$ cat config.mk
export PLATFORM = sky130hd
export DESIGN_NAME = wdt_unit
export DESIGN_NICKNAME = d
export VERILOG_FILES = /design/src/rtl/wdt_pkg.sv /design/src/rtl/wdt_ctrl.sv /design/src/rtl/wdt_datapath.sv /design/src/rtl/wdt_unit.sv
export SDC_FILE = /design/constraint.sdc
export NUM_CORES = 1
export LEC_CHECK = 0
export CAP_MARGIN = 25
export CORE_MARGIN = 5
export CORE_UTILIZATION = 60
export CTS_CLUSTER_SIZE = 8
export DETAILED_ROUTE_END_ITERATION = 8
export GPL_TIMING_DRIVEN = 0
export PLACE_DENSITY = 0.95
export SYNTH_ARGS = -nofsm -noshare
export SYNTH_HDL_FRONTEND = slang
export SYNTH_SLANG_ARGS = --single-unit
$ cat constraint.sdc
create_clock -name clk -period 5.04 [get_ports clk]
set_clock_uncertainty 0.2 [all_clocks]
set_input_delay 1.008 -clock clk [delete_from_list [all_inputs] [get_ports clk]]
set_output_delay 1.008 -clock clk [all_outputs]
set_load 0.005 [all_outputs]
$ cat src/rtl/wdt_pkg.sv
package wdt_pkg;
  localparam int NUM_TMR = 2;

  typedef struct packed {
    logic               tick;
    logic [NUM_TMR-1:0] wrHit;
  } wdtStrobe_t;
endpackage

$ cat src/rtl/wdt_ctrl.sv
module wdt_ctrl
  import wdt_pkg::*;
#(
  parameter int TICK_CYCLES = 1000000,
  parameter int ADDR_W      = 8,
  parameter int BASE_ADDR   = 'hC0
) (
  input  logic               clk,
  input  logic               rst_n,
  input  logic [ADDR_W-1:0]  regAddr,
  input  logic               regWrEn,
  output wdtStrobe_t         strobe,
  output logic [NUM_TMR-1:0] rdSel
);
  localparam int PRE_W = (TICK_CYCLES > 1) ? $clog2(TICK_CYCLES) : 1;
  localparam logic [PRE_W-1:0] PRE_LAST = PRE_W'(TICK_CYCLES - 1);

  logic [PRE_W-1:0] preCnt;
  logic             tickNow;

  assign tickNow = (preCnt == PRE_LAST);

  always_ff @(posedge clk or negedge rst_n) begin
    if (!rst_n) preCnt <= '0;
    else if (tickNow) preCnt <= '0;
    else preCnt <= preCnt + 1'b1;
  end

  for (genvar t = 0; t < NUM_TMR; t++) begin : g_dec
    assign rdSel[t]        = (regAddr == ADDR_W'(BASE_ADDR + 4 * t));
    assign strobe.wrHit[t] = regWrEn && rdSel[t];
  end

  assign strobe.tick = tickNow;

  if (TICK_CYCLES > 1) begin : g_tick_chk
    // the tick lasts a single cycle
    p_tick_gap_r2: assert property (@(posedge clk) disable iff (!rst_n)
      strobe.tick |=> !strobe.tick);
  end
endmodule

$ cat src/rtl/wdt_datapath.sv
module wdt_datapath
  import wdt_pkg::*;
#(
  parameter int CNT_W        = 15,
  parameter int PULSE_CYCLES = 16,
  parameter int DATA_W       = 2 * CNT_W + 2
) (
  input  logic               clk,
  input  logic               rst_n,
  input  wdtStrobe_t         strobe,
  input  logic [NUM_TMR-1:0] rdSel,
  input  logic [DATA_W-1:0]  wrData,
  output logic [DATA_W-1:0]  rdData,
  output logic               resetReq,
  output logic               protectDrop
);
  localparam int THR_LSB = CNT_W + 1;
  localparam int PULSE_W = $clog2(PULSE_CYCLES + 1);

  logic [NUM_TMR-1:0]            act;
  logic [NUM_TMR-1:0][CNT_W-1:0] thr;
  logic [NUM_TMR-1:0][CNT_W-1:0] cnt;
  logic [NUM_TMR-1:0][CNT_W-1:0] limit;
  logic [NUM_TMR-1:0]            expired;
  logic [NUM_TMR-1:0]            hit;
  logic [PULSE_W-1:0]            pulseCnt;

  always_comb begin
    for (int t = 0; t < NUM_TMR; t++) begin
      limit[t]   = (thr[t] == '0) ? {CNT_W{1'b1}} : thr[t];
      expired[t] = (thr[t] != '0) && (cnt[t] == thr[t]);
      hit[t]     = strobe.tick && !strobe.wrHit[t] && (thr[t] != '0)
                   && (cnt[t] == thr[t] - 1'b1);
    end
  end

  always_ff @(posedge clk or negedge rst_n) begin
    if (!rst_n) begin
      act <= '0;
      thr <= '0;
      cnt <= '0;
    end else begin
      for (int t = 0; t < NUM_TMR; t++) begin
        if (strobe.wrHit[t]) begin
          act[t] <= wrData[DATA_W-1];
          thr[t] <= wrData[THR_LSB +: CNT_W];
          cnt[t] <= '0;
        end else if (strobe.tick && (cnt[t] != limit[t])) begin
          cnt[t] <= cnt[t] + 1'b1;
        end
      end
    end
  end

  always_ff @(posedge clk or negedge rst_n) begin
    if (!rst_n) pulseCnt <= '0;
    else if (hit[0] && act[0]) pulseCnt <= PULSE_W'(PULSE_CYCLES);
    else if (pulseCnt != '0) pulseCnt <= pulseCnt - 1'b1;
  end

  assign resetReq    = (pulseCnt != '0);
  assign protectDrop = act[1] & expired[1];

  always_comb begin
    rdData = '0;
    for (int t = 0; t < NUM_TMR; t++)
      if (rdSel[t]) rdData = rdData | {act[t], thr[t], 1'b0, cnt[t]};
  end

  for (genvar t = 0; t < NUM_TMR; t++) begin : g_chk
    p_write_clears_r3: assert property (@(posedge clk) disable iff (!rst_n)
      strobe.wrHit[t] |=> (cnt[t] == '0));
    p_count_bounded_r4: assert property (@(posedge clk) disable iff (!rst_n)
      (thr[t] != '0) |-> (cnt[t] <= thr[t]));
    p_count_hold_r2: assert property (@(posedge clk) disable iff (!rst_n)
      (!strobe.tick && !strobe.wrHit[t]) |=> $stable(cnt[t]));
  end

  p_pulse_cause_r6: assert property (@(posedge clk) disable iff (!rst_n)
    $rose(resetReq) |-> (expired[0] && act[0]));
  p_drop_sticky_r8: assert property (@(posedge clk) disable iff (!rst_n)
    (protectDrop && !strobe.wrHit[1]) |=> protectDrop);
endmodule

$ cat src/rtl/wdt_unit.sv
module wdt_unit
  import wdt_pkg::*;
#(
  parameter int TICK_CYCLES  = 1000000,
  parameter int PULSE_CYCLES = 16,
  parameter int CNT_W        = 15,
  parameter int ADDR_W       = 8,
  parameter int BASE_ADDR    = 'hC0,
  localparam int REG_W       = 2 * CNT_W + 2
) (
  input  logic              clk,
  input  logic              rst_n,
  input  logic [ADDR_W-1:0] regAddr,
  input  logic              regWrEn,
  input  logic [REG_W-1:0]  regWrData,
  output logic [REG_W-1:0]  regRdData,
  output logic              resetReq,
  output logic              protectDrop
);
  wdtStrobe_t         strobe;
  logic [NUM_TMR-1:0] rdSel;

  wdt_ctrl #(
    .TICK_CYCLES(TICK_CYCLES),
    .ADDR_W     (ADDR_W),
    .BASE_ADDR  (BASE_ADDR)
  ) u_ctrl (
    .clk    (clk),
    .rst_n  (rst_n),
    .regAddr(regAddr),
    .regWrEn(regWrEn),
    .strobe (strobe),
    .rdSel  (rdSel)
  );

  wdt_datapath #(
    .CNT_W       (CNT_W),
    .PULSE_CYCLES(PULSE_CYCLES),
    .DATA_W      (REG_W)
  ) u_dp (
    .clk        (clk),
    .rst_n      (rst_n),
    .strobe     (strobe),
    .rdSel      (rdSel),
    .wrData     (regWrData),
    .rdData     (regRdData),
    .resetReq   (resetReq),
    .protectDrop(protectDrop)
  );
endmodule

### Yosys cells after proc, flatten, opt, wreduce, memory -nomap -nowiden

Index checks and enable logic that the tools add are counted.

* bits in registers: 87
* word-level logic and storage cells: 51

* $add $sub $neg: 5
* equality and inequality tests: 7
* mux-type cells: 11
* bitwise logic cells: 2
* reduce and logical (&&, ||, !) cells: 18

Operators by type and width (number)
* $mux W15: 6
* $mux W32: 2
* $or A32 B32 Y32: 1
* $add A15 B1 Y15 const B: 2
* $eq A15 B15 Y1: 2
* $logic_not A15 Y1: 2
* $ne A15 B15 Y1: 2
* $reduce_bool A15 Y1: 2
* $add A20 B1 Y20 const B: 1
* $eq A20 B20 Y1 const B: 1
* $mux W20: 1
* $eq A8 B8 Y1 const B: 2
* $sub A15 B1 Y15 const B: 1
* $mux W5: 2
* $logic_and A1 B1 Y1: 9
* $reduce_bool A2 Y1: 3
* $reduce_bool A5 Y1: 1
* $sub A5 B1 Y5 const B: 1
* $and A1 B1 Y1: 1
* $logic_not A1 Y1: 1

### Logic depth before layout (Yosys ltp)

Gate-level depths: netlist of run 1.

* depth in word-level cells: 8
* gate-level depth with buffers: 11
* mapped depth without buffers: 9

### By module

A second synthesis of run 1 with hierarchy kept.

* cell total of the unflattened synthesis: 592
* area total of the unflattened synthesis: 5415.2 um^2

Modules (own cells, without submodules)
* wdt_datapath: times used 1, cells each 488, area each 4403.0 um^2, sequential area each 1676.6 um^2
* wdt_ctrl: times used 1, cells each 104, area each 1012.2 um^2, sequential area each 500.5 um^2

### Worst setup path before layout of run 1

No wires, ideal clock.

* kind: input -> output
* start point: in regAddr[2]
* end point: out regRdData[0]
* data arrival time: 1.997 ns
* required time: 3.832 ns
* setup slack: 1.835 ns
* stages: 4
* buffers on the path: 2
* cell sequence: clkbuf_1 > clkbuf_1 > mux2i_1 > nor2_1

* cells in the longest elaborated chain, start to end: 4
* elaborated cells on any way between the ends: 5

RTL lines
* start: declaration: RTL line wdt_unit.sv:13 `input logic [ADDR_W-1:0] regAddr,`
* $eq A8 B8 Y1: RTL line wdt_ctrl.sv:30 `assign rdSel[t] = (regAddr == ADDR_W'(BASE_ADDR + 4 * t));`
* $mux W32: RTL line wdt_datapath.sv:67 `if (rdSel[t]) rdData = rdData | {act[t], thr[t], 1'b0, cnt[t]};`
* $or A32 B32 Y32: RTL line wdt_datapath.sv:67
* $mux W32 (*): RTL line wdt_datapath.sv:67
* end: declaration: RTL line wdt_unit.sv:16 `output logic [REG_W-1:0] regRdData,`

Every way passes the cells marked *; elsewhere a longest branch is shown, timed or not.

### Worst setup path after layout of run 1

* start point: in regAddr[3]
* end point: out regRdData[11]

The elaborated chain is that of the path after synthesis.

==> flow_summary_export.csv, run 1 <==
group,metric,value,unit
worst_setup_path,worst-path-buf-inv,3,
synthesis,synth-async-reset-ratio,100.0,%
synthesis,synth_area,5389,µm²
power_and_ir_drop,p_sw,484.0,µW
clocking,postCtsResizedCells,0,
synthesis,yosys.area.top_type,"dfrtp_1",
clocking,cts_buffer_depth,2,
min_path,hp-class,"reg2reg",
placed_design,place_congestion,0.9703,
cells_and_area,final_core_util,72.70,%
cells_and_area,seq_area,2177,µm²
routing,vias,5005,
synthesis,synth_cell_types,52,
synthesis,ys_ff_latch,87,
clocking,cts_max_level,3,
timing,finalHoldViolCount,0,
power_and_ir_drop,ir_worst_vdd,0.0001659,V
timing,fin_crit_sh,84.74,%
synthesis,synth_compound_area_share,8.498,%
power_and_ir_drop,p_int,1.094,mW
placed_design,place_area,6135,µm²
outcome,status,"finished clean",
clocking,tritoncts,"yes",
timing,final-max-slew-violation-count,0,
synthesis,yosysMostFrequentCell,"nand2_1",
synthesis,synth-adder-area-share,1.625,%
cells_and_area,diodes,0,
grt,grt_pass1_wl,25100,µm
grt,grt_pass1_vias,4981,
timing,finalHoldWorstSlack,0.2930,ns
cells_and_area,final_nets,749,
synthesis,synth.area.mux_share,6.315,%
worst_setup_path,worstPathCellList,"clkdlybuf4s50_1 > nor3_1 > nand4_1 > clkbuf_1 > nor2_1 > clkdlybuf4s50_1",
routing,wl_per_cell,18.76,µm
routing,drt_iter0_drc,440,
power_and_ir_drop,clock_power_share,32.4,%
timing,tns,0,ns
grt,grt_antenna_before_repair,0,
die,coreArea,8721,µm²
routing,first_pass_iters,5,
timing,slew_headroom,27.96,%
power_and_ir_drop,seqPwrFrac,50.2,%
worst_setup_path,slowest_delay,0.53,ns
synthesis,synth_xor_area_share,9.264,%
power_and_ir_drop,power-per-cell-area,248.9,nW/µm²
clocking,holdBufCountCts,0,
timing,setup_viol_count_final,0,
synthesis,yosys-top-cells-count,"96 x nand2_1, 87 x dfrtp_1, 73 x nor2_1",
clocking,numClockSinks,87,
synthesis,synth.area.top_cells,"dfrtp_1 40%, nand2_1 6.7%, mux2i_1 6.3%",
cells_and_area,drive_above_1_share,5.114,%
worst_setup_path,arrival,3.06,ns
synthesis,synth_enable_flop_cells,0,
worst_setup_path,worstSetupPathType,"in2out",
timing,period_minus_slack,4.271,ns
synthesis,netlist_instances,628,
routing,viasPerCell,6.164,
routing,drc,0,
power_and_ir_drop,switching_share,30.68,%
die,ios,77,
placed_design,hpwl,11440,µm
timing,rsz0062_at_grt,"false",
die,rows,34,
worst_setup_path,critical_path.top_delay_family,"buffers and inverters",
synthesis,yosys.area.top_type_share,40.40,%
timing,fmax,234.1,MHz
worst_setup_path,slowest_stage,"clkdlybuf4s50_1",
cells_and_area,final_cell_count_no_fill,812,
synthesis,ys_seq_area_share,40.40,%
power_and_ir_drop,combPwrFrac,17.4,%
worst_setup_path,startpoint_type,"primary input",
die,dieArea,10980,µm²
grt,grt_start_max_net_pins,61,
grt,grtUsageTotal,27.94,%
placed_design,port_buffers,58,
die,start_util,61.79,%
placed_design,placed_cells,796,
timing,worst_pin_slew,1.066,ns
worst_setup_path,endpoint_kind,"primary output",
grt,overflow,0,
worst_setup_path,crit_path_frequent_cell,"clkdlybuf4s50_1",
power_and_ir_drop,p_leak,2.734,nW
clocking,cts-root-buf,"clkbuf_8",
synthesis,ys.flop_type,"dfrtp_1",
synthesis,synth.avg_cell_area,8.581,µm²
worst_setup_path,path_max_fanout,10,
clocking,clk_latency,0.37,ns
die,die_y,104.8,µm
die,die_w,104.8,µm
routing,routed_wl,15230,µm
cells_and_area,final_cell_area,6340,µm²
cells_and_area,area_growth,17.65,%
cells_and_area,multi_input_area,2988,µm²
synthesis,yosys_warnings,0,
cells_and_area,fill_cells,634,
clocking,clkSlewWorstSetupHoldPaths,0.09,ns
job,maxCapViolCount,0,
synthesis,synth_top_family_by_area,"simple AND/OR/NAND/NOR gates",
routing,ant_nets,0,
clocking,cts_buffers,9,
synthesis,synth-simple-area-share,29.67,%
synthesis,syn_nets,678,
clocking,post_cts_buffers,0,
worst_setup_path,critPathRequiredTime,3.83,ns
## logic make-up after synthesis
logic type      count (synthesis)
simple gates                  318
flops                          87
compound gates                 73
xor+xnor                       57
buf+inv                        51
mux                            34
fa+ha+maj                       7
other cells                     1
## metrics by stage
step,setup WS [ns],power (mW)
floorplan,1.835,0.9637
global placement,-0.1958,1.053
detailed placement,0.7852,1.067
CTS,0.7740,1.567
global route,0.6221,1.639
finish,0.7692,1.578
## path summary, 6_finish.rpt
path | start | end | slack, ns | cells past startpoint
max in group asynchronous | rst_n | u_dp.thr[14] | 3.66 | 2
worst min-delay path | u_ctrl.preCnt[4] | u_ctrl.preCnt[4] | 0.29 | 1
min in group asynchronous | rst_n | u_dp.cnt[8] | 0.35 | 1
worst max register to register | u_dp.thr[0] | u_dp.pulseCnt[3] | 1.68 | 9
worst max-delay path | regAddr[3] | regRdData[11] | 0.77 | 6
worst min register to register | u_ctrl.preCnt[4] | u_ctrl.preCnt[4] | 0.29 | 1
## per-layer routing
layer | part of all wire, % | GRT usage (%)
met5 | 0 | 0
met4 | 2.7 | 10.59
met3 | 10 | 4.871
met2 | 44 | 42.04
met1 | 43 | 40.42
## placed cells by master (no fill, tap or decap), types with 6 or more instances in the layout
| master | n |
|---|---|
| a21oi_1 | 15 |
| clkbuf_8 | 10 |
| and2_1 | 6 |
| o21ai_1 | 7 |
| clkdlybuf4s50_1 | 57 |
| nor2_1 | 73 |
| nand2_1 | 96 |
| ha_1 | 7 |
| nand3_1 | 21 |
| nor4_1 | 9 |
| nor3_1 | 15 |
| or4_1 | 11 |
| inv_1 | 22 |
| o21ai_0 | 23 |
| xnor2_1 | 36 |
| or3_1 | 14 |
| a21oi_2 | 6 |
| clkbuf_1 | 23 |
| xor2_1 | 21 |
| and3_1 | 12 |
| nor2b_1 | 17 |
| nand4_1 | 17 |
| dfrtp_1 | 87 |
| mux2i_1 | 34 |
## power by group through the flow
stage / registers, mW / logic, mW / clock network [mW]
5_1_grt: 0.795 / 0.304 / 0.540
3_3_place_gp: 0.799 / 0.254 / 0
2_1_floorplan: 0.781 / 0.183 / 0
3_5_place_dp: 0.802 / 0.266 / 0
4_1_cts: 0.788 / 0.270 / 0.510
6_report: 0.791 / 0.275 / 0.512
## flip-flops by register name, indices dropped and copies added (netlist names)
| signal | count |
|---|---|
| u_dp.pulseCnt | 5 |
| u_dp.thr | 30 |
| u_ctrl.preCnt | 20 |
| u_dp.cnt | 30 |
| u_dp.act | 2 |
## area by class of cell
class / instances / share of cell area (%)
multi-input combinational: 490 / 47.13
tap: 108 / 2.131
inverter: 22 / 1.303
timing repair buffer: 60 / 9.631
buffer: 29 / 2.230
clock inverter: 6 / 1.066
clock buffer: 10 / 2.171
sequential: 87 / 34.34
No activity file was read; power rests on OpenSTA's default activity.
==> inputs of run 2 (changes only) <==
--- a/config.mk
+++ b/config.mk
@@ -7,11 +7,11 @@
 export LEC_CHECK = 0
 export CAP_MARGIN = 25
 export CORE_MARGIN = 5
-export CORE_UTILIZATION = 60
+export CORE_UTILIZATION = 55
 export CTS_CLUSTER_SIZE = 8
 export DETAILED_ROUTE_END_ITERATION = 8
 export GPL_TIMING_DRIVEN = 0
-export PLACE_DENSITY = 0.95
+export PLACE_DENSITY = 0.9
 export SYNTH_ARGS = -nofsm -noshare
 export SYNTH_HDL_FRONTEND = slang
 export SYNTH_SLANG_ARGS = --single-unit
==> constraint.sdc (replaced) <==
create_clock -name clk -period 4 [get_ports clk]
set_clock_uncertainty 0.2 [all_clocks]
set_input_delay 0.8 -clock clk [delete_from_list [all_inputs] [get_ports clk]]
set_output_delay 0.8 -clock clk [all_outputs]
set_load 0.005 [all_outputs]
==> flow_summary_export.csv, run 2 (synthesized netlist as in run 1, its figures left out) <==
group,metric,value,unit
cells_and_area,layout_commonest_cell,"nand2_1",
timing,final-max-slew-violation-count,0,
outcome,status,"finished clean",
routing,drt_iter0_drc,452,
clocking,holdBufCountCts,0,
timing,setup_viol_count_final,0,
worst_setup_path,startpoint_type,"primary input",
grt,overflow,0,
placed_design,place_congestion,0.9570,
grt,grt_pass1_vias,4974,
cells_and_area,final_nets,749,
worst_setup_path,arrival,2.83,ns
cells_and_area,final_core_util,65.66,%
worst_setup_path,worstSetupPathType,"in2out",
clocking,cts_buffers,9,
routing,first_pass_iters,5,
clocking,clk_latency,0.38,ns
cells_and_area,diodes,0,
grt,grtUsageTotal,28.02,%
routing,wl_per_cell,18.84,µm
grt,grt_start_max_net_pins,66,
clocking,clkSlewWorstSetupHoldPaths,0.08,ns
placed_design,dpl_worst_slack,0.1790,ns
power_and_ir_drop,p_leak,2.723,nW
grt,grt_pass1_wl,25380,µm
power_and_ir_drop,power-per-cell-area,309.8,nW/µm²
clocking,postCtsResizedCells,0,
timing,worst_pin_slew,0.9394,ns
timing,tns,0,ns
die,rows,36,
die,dieArea,11880,µm²
job,maxCapViolCount,0,
worst_setup_path,critPathRequiredTime,3.00,ns
cells_and_area,area_growth,17.99,%
routing,drc,0,
die,ios,77,
routing,viasPerCell,6.060,
grt,grt_antenna_before_repair,0,
cells_and_area,largest_registers,"u_dp.cnt x30, u_dp.thr x30, u_ctrl.preCnt x20",
clocking,cts-root-buf,"clkbuf_8",
power_and_ir_drop,ir_worst_vdd,0.0001803,V
worst_setup_path,path_max_fanout,10,
timing,finalHoldViolCount,0,
routing,routed_wl,15730,µm
cells_and_area,fill_cells,785,
timing,period_minus_slack,3.827,ns
placed_design,hpwl,11650,µm
timing,fin_ws,0.1732,ns
worst_setup_path,endpoint_kind,"primary output",
placed_design,port_buffers,58,
clocking,tritoncts,"yes",
clocking,post_cts_buffers,0,
timing,rsz0062_at_grt,"false",
timing,fmax,261.3,MHz
clocking,cts_max_level,3,
timing,slew_headroom,36.49,%
die,coreArea,9684,µm²
cells_and_area,drive_above_1_share,4.843,%
timing,finalHoldWorstSlack,0.1094,ns
cells_and_area,layout_common_cells,"96 x nand2_1, 87 x dfrtp_1, 73 x nor2_1",
timing,fin_crit_sh,95.67,%
min_path,hp-class,"in2async",
clocking,numClockSinks,87,
clocking,cts_buffer_depth,2,
die,die_y,109.0,µm
die,start_util,55.65,%
routing,vias,5060,
die,die_w,109.0,µm
routing,ant_nets,0,
==> run 2: cell count changes in the layout (fill, tap and decap cells not counted), sizes merged <==
cell / delta
clkbuf: +1
clkinv: -2
inv: -1
==> run 2: layer usage <==
metal | up-vias | part of all wire, % | GRT usage [%] | wire (µm)
met3 | 43 | 10 | 5.210 | 1571
met4 | 0 | 2.9 | 12.17 | 449
met1 | 2405 | 43 | 39.37 | 6758
li1 | 2308 | - | - | -
met2 | 304 | 44 | 42.37 | 6951
met5 | - | 0 | 0 | 0
==> run 2: area by class of cell <==
class | count | area (µm²) | share of cell area [%]
tap | 133 | 166.4 | 2.617
timing repair buffer | 60 | 610.6 | 9.603
clock inverter | 3 | 45.04 | 0.7084
clock buffer | 11 | 141.4 | 2.224
multi-input combinational | 490 | 2994 | 47.09
buffer | 29 | 141.4 | 2.224
inverter | 22 | 82.58 | 1.299
sequential | 87 | 2177 | 34.24
==> run 2: metrics by stage <==
stage | std cells | power [mW] | area, µm²
2_1_floorplan | 628 | 1.214 | 5389
5_1_grt | 835 | 2.045 | 6359
6_report | 835 | 1.970 | 6359
3_3_place_gp | 819 | 1.330 | 6136
4_1_cts | 835 | 1.955 | 6352
3_5_place_dp | 821 | 1.348 | 6166
==> run 2: path summary, 6_finish.rpt <==
kind,startpoint,to,slack (ns),depth (start not counted)
worst min-delay path,rst_n,u_dp.cnt[8],0.11,1
min in group clk,u_ctrl.preCnt[4],u_ctrl.preCnt[4],0.27,1
max in group asynchronous,rst_n,u_dp.thr[16],2.88,2
worst max-delay path,regAddr[3],regRdData[25],0.17,6
worst max register to register,u_dp.thr[0],u_dp.pulseCnt[0],0.53,9
worst min register to register,u_ctrl.preCnt[4],u_ctrl.preCnt[4],0.27,1
==> run 2: critical path, stage by stage <==
cell and delay [ns]:
clkdlybuf4s50_1 0.40, nor3_1 0.19, nand4_1 0.28, clkbuf_1 0.36
nor2_1 0.25, clkdlybuf4s50_1 0.54
==> run 2: power breakdown <==
part,leakage (nW),internal (mW),switching [mW]
combinational,1.63,0.148,0.201
sequential,1.00,0.922,0.0759
clock,0.0875,0.299,0.324
==> inputs of run 3 (changes only) <==
--- a/config.mk
+++ b/config.mk
@@ -7,11 +7,11 @@
 export LEC_CHECK = 0
 export CAP_MARGIN = 25
 export CORE_MARGIN = 5
-export CORE_UTILIZATION = 55
+export CORE_UTILIZATION = 35
 export CTS_CLUSTER_SIZE = 8
 export DETAILED_ROUTE_END_ITERATION = 8
 export GPL_TIMING_DRIVEN = 0
-export PLACE_DENSITY = 0.9
+export PLACE_DENSITY = 0.65
 export SYNTH_ARGS = -nofsm -noshare
 export SYNTH_HDL_FRONTEND = slang
 export SYNTH_SLANG_ARGS = --single-unit
==> flow_summary_export.csv, run 3 (synthesized netlist as in run 1, its figures left out) <==
group,metric,value,unit
outcome,status,"finished clean",
timing,fmax,260.6,MHz
job,maxCapViolCount,0,
timing,worst_pin_slew,0.8466,ns
die,rows,45,
placed_design,placed_cells,876,
timing,tns,0,ns
timing,period_minus_slack,3.837,ns
cells_and_area,largest_registers,"u_dp.cnt x30, u_dp.thr x30, u_ctrl.preCnt x20",
die,die_w,134.1,µm
placed_design,place_congestion,0.9605,
grt,grt_antenna_before_repair,0,
die,die_y,134.1,µm
worst_setup_path,worstPathCellList,"clkdlybuf4s50_1 > nor3_1 > nand4_1 > clkbuf_1 > nor2_1 > clkdlybuf4s50_1",
power_and_ir_drop,power-per-cell-area,321.8,nW/µm²
clocking,numClockSinks,87,
die,dieArea,17980,µm²
power_and_ir_drop,p_leak,2.759,nW
timing,rsz0062_at_grt,"false",
grt,grtUsageTotal,18.20,%
timing,slew_headroom,43.56,%
cells_and_area,final_core_util,42.90,%
grt,grt_pass1_vias,4747,
placed_design,port_buffers,58,
cells_and_area,final_nets,750,
routing,viasPerCell,5.425,
routing,first_pass_iters,7,
worst_setup_path,slowest_delay,0.55,ns
timing,fin_crit_sh,95.93,%
cells_and_area,diodes,0,
clocking,post_cts_buffers,0,
clocking,cts_max_level,3,
cells_and_area,layout_common_cells,"96 x nand2_1, 87 x dfrtp_1, 73 x nor2_1",
grt,overflow,0,
clocking,cts-root-buf,"clkbuf_16",
cells_and_area,layout_commonest_cell,"nand2_1",
die,ios,77,
grt,grt_start_max_net_pins,59,
cells_and_area,area_growth,20.57,%
routing,wl_per_cell,17.88,µm
worst_setup_path,slowest_stage,"clkdlybuf4s50_1",
die,start_util,35.58,%
placed_design,hpwl,12020,µm
worst_setup_path,critPathRequiredTime,3.00,ns
cells_and_area,fill_cells,1504,
die,coreArea,15150,µm²
worst_setup_path,worstSetupPathType,"in2out",
cells_and_area,drive_above_1_share,4.836,%
timing,setup_viol_count_final,0,
clocking,clk_latency,0.34,ns
clocking,cts_buffers,9,
clocking,cts_buffer_depth,2,
worst_setup_path,endpoint_kind,"primary output",
routing,vias,4834,
timing,finalHoldViolCount,0,
worst_setup_path,startpoint_type,"primary input",
grt,grt_pass1_wl,25890,µm
worst_setup_path,path_max_fanout,10,
routing,drc,0,
clocking,clkSlewWorstSetupHoldPaths,0.06,ns
worst_setup_path,arrival,2.84,ns
power_and_ir_drop,ir_worst_vdd,0.0001881,V
routing,routed_wl,15930,µm
clocking,tritoncts,"yes",
timing,final-max-slew-violation-count,0,
routing,drt_iter0_drc,450,
worst_setup_path,crit_path_frequent_cell,"clkdlybuf4s50_1",
min_path,hp-class,"in2async",
cells_and_area,final_cell_count_no_fill,891,
routing,ant_nets,0,
timing,finalHoldWorstSlack,0.1975,ns
==> run 3: cell types whose count changed in the layout (fill, tap and decap cells not counted), sizes merged <==
cell    change
clkinv      +2
bufinv      -1
==> run 3: area by class of cell <==
type | instances | area, µm² | share of cell area (%)
Buffer | 29 | 141.4 | 2.176
Clock buffer | 10 | 229.0 | 3.524
Clock inverter | 4 | 25.02 | 0.3851
Inverter | 22 | 82.58 | 1.271
Sequential cell | 87 | 2177 | 33.51
Multi-Input combinational cell | 490 | 2989 | 46.00
Timing Repair Buffer | 61 | 618.1 | 9.513
Tap cell | 188 | 235.2 | 3.620
==> run 3: timing repair <==
item	in CTS	in global routing
resized for setup	0	1
setup endpoints to repair	0	1
hold buffers	0	0
==> run 3: final timing paths <==
kind	startpoint	to	slack, ns	cells past startpoint
hold reg to reg	u_ctrl.preCnt[4]	u_ctrl.preCnt[4]	0.27	1
max in group asynchronous	rst_n	u_dp.cnt[2]	2.77	2
setup / recovery	regAddr[3]	regRdData[12]	0.16	6
setup reg to reg	u_ctrl.preCnt[6]	u_dp.cnt[9]	0.69	9
min in group clk	u_ctrl.preCnt[4]	u_ctrl.preCnt[4]	0.27	1
hold / removal	rst_n	u_dp.cnt[22]	0.20	1
==> run 3: worst max-delay path: cells and delay by family <==
family | cells | cell delay (ns)
buf+inv | 3 | 1.31
simple gates | 3 | 0.73
==> run 3: layer usage <==
metal | wire, µm | share of wire, % | vias up | track usage (%)
met1 | 7466 | 47 | 2317 | 26.00
li1 | - | - | 2312 | -
met4 | 524 | 3.3 | 0 | 7.127
met2 | 6859 | 43 | 171 | 26.75
met3 | 1081 | 6.8 | 34 | 4.201
met5 | 0 | 0 | - | 0
==> run 3: power by group <==
part	internal [mW]	switching (mW)
Clock	0.412	0.335
Sequential	0.924	0.0790
Combinational	0.148	0.193
Total	1.48	0.608
==> run 3: through the flow <==
stage | cell area, µm² | power (mW) | worst slack, ns
floorplan | 5389 | 1.214 | 1.051
global placement | 6205 | 1.347 | -1.424
detailed placement | 6237 | 1.352 | 0.1766
CTS | 6491 | 2.099 | 0.04913
global route | 6497 | 2.195 | 0.03488
finish | 6497 | 2.091 | 0.1627
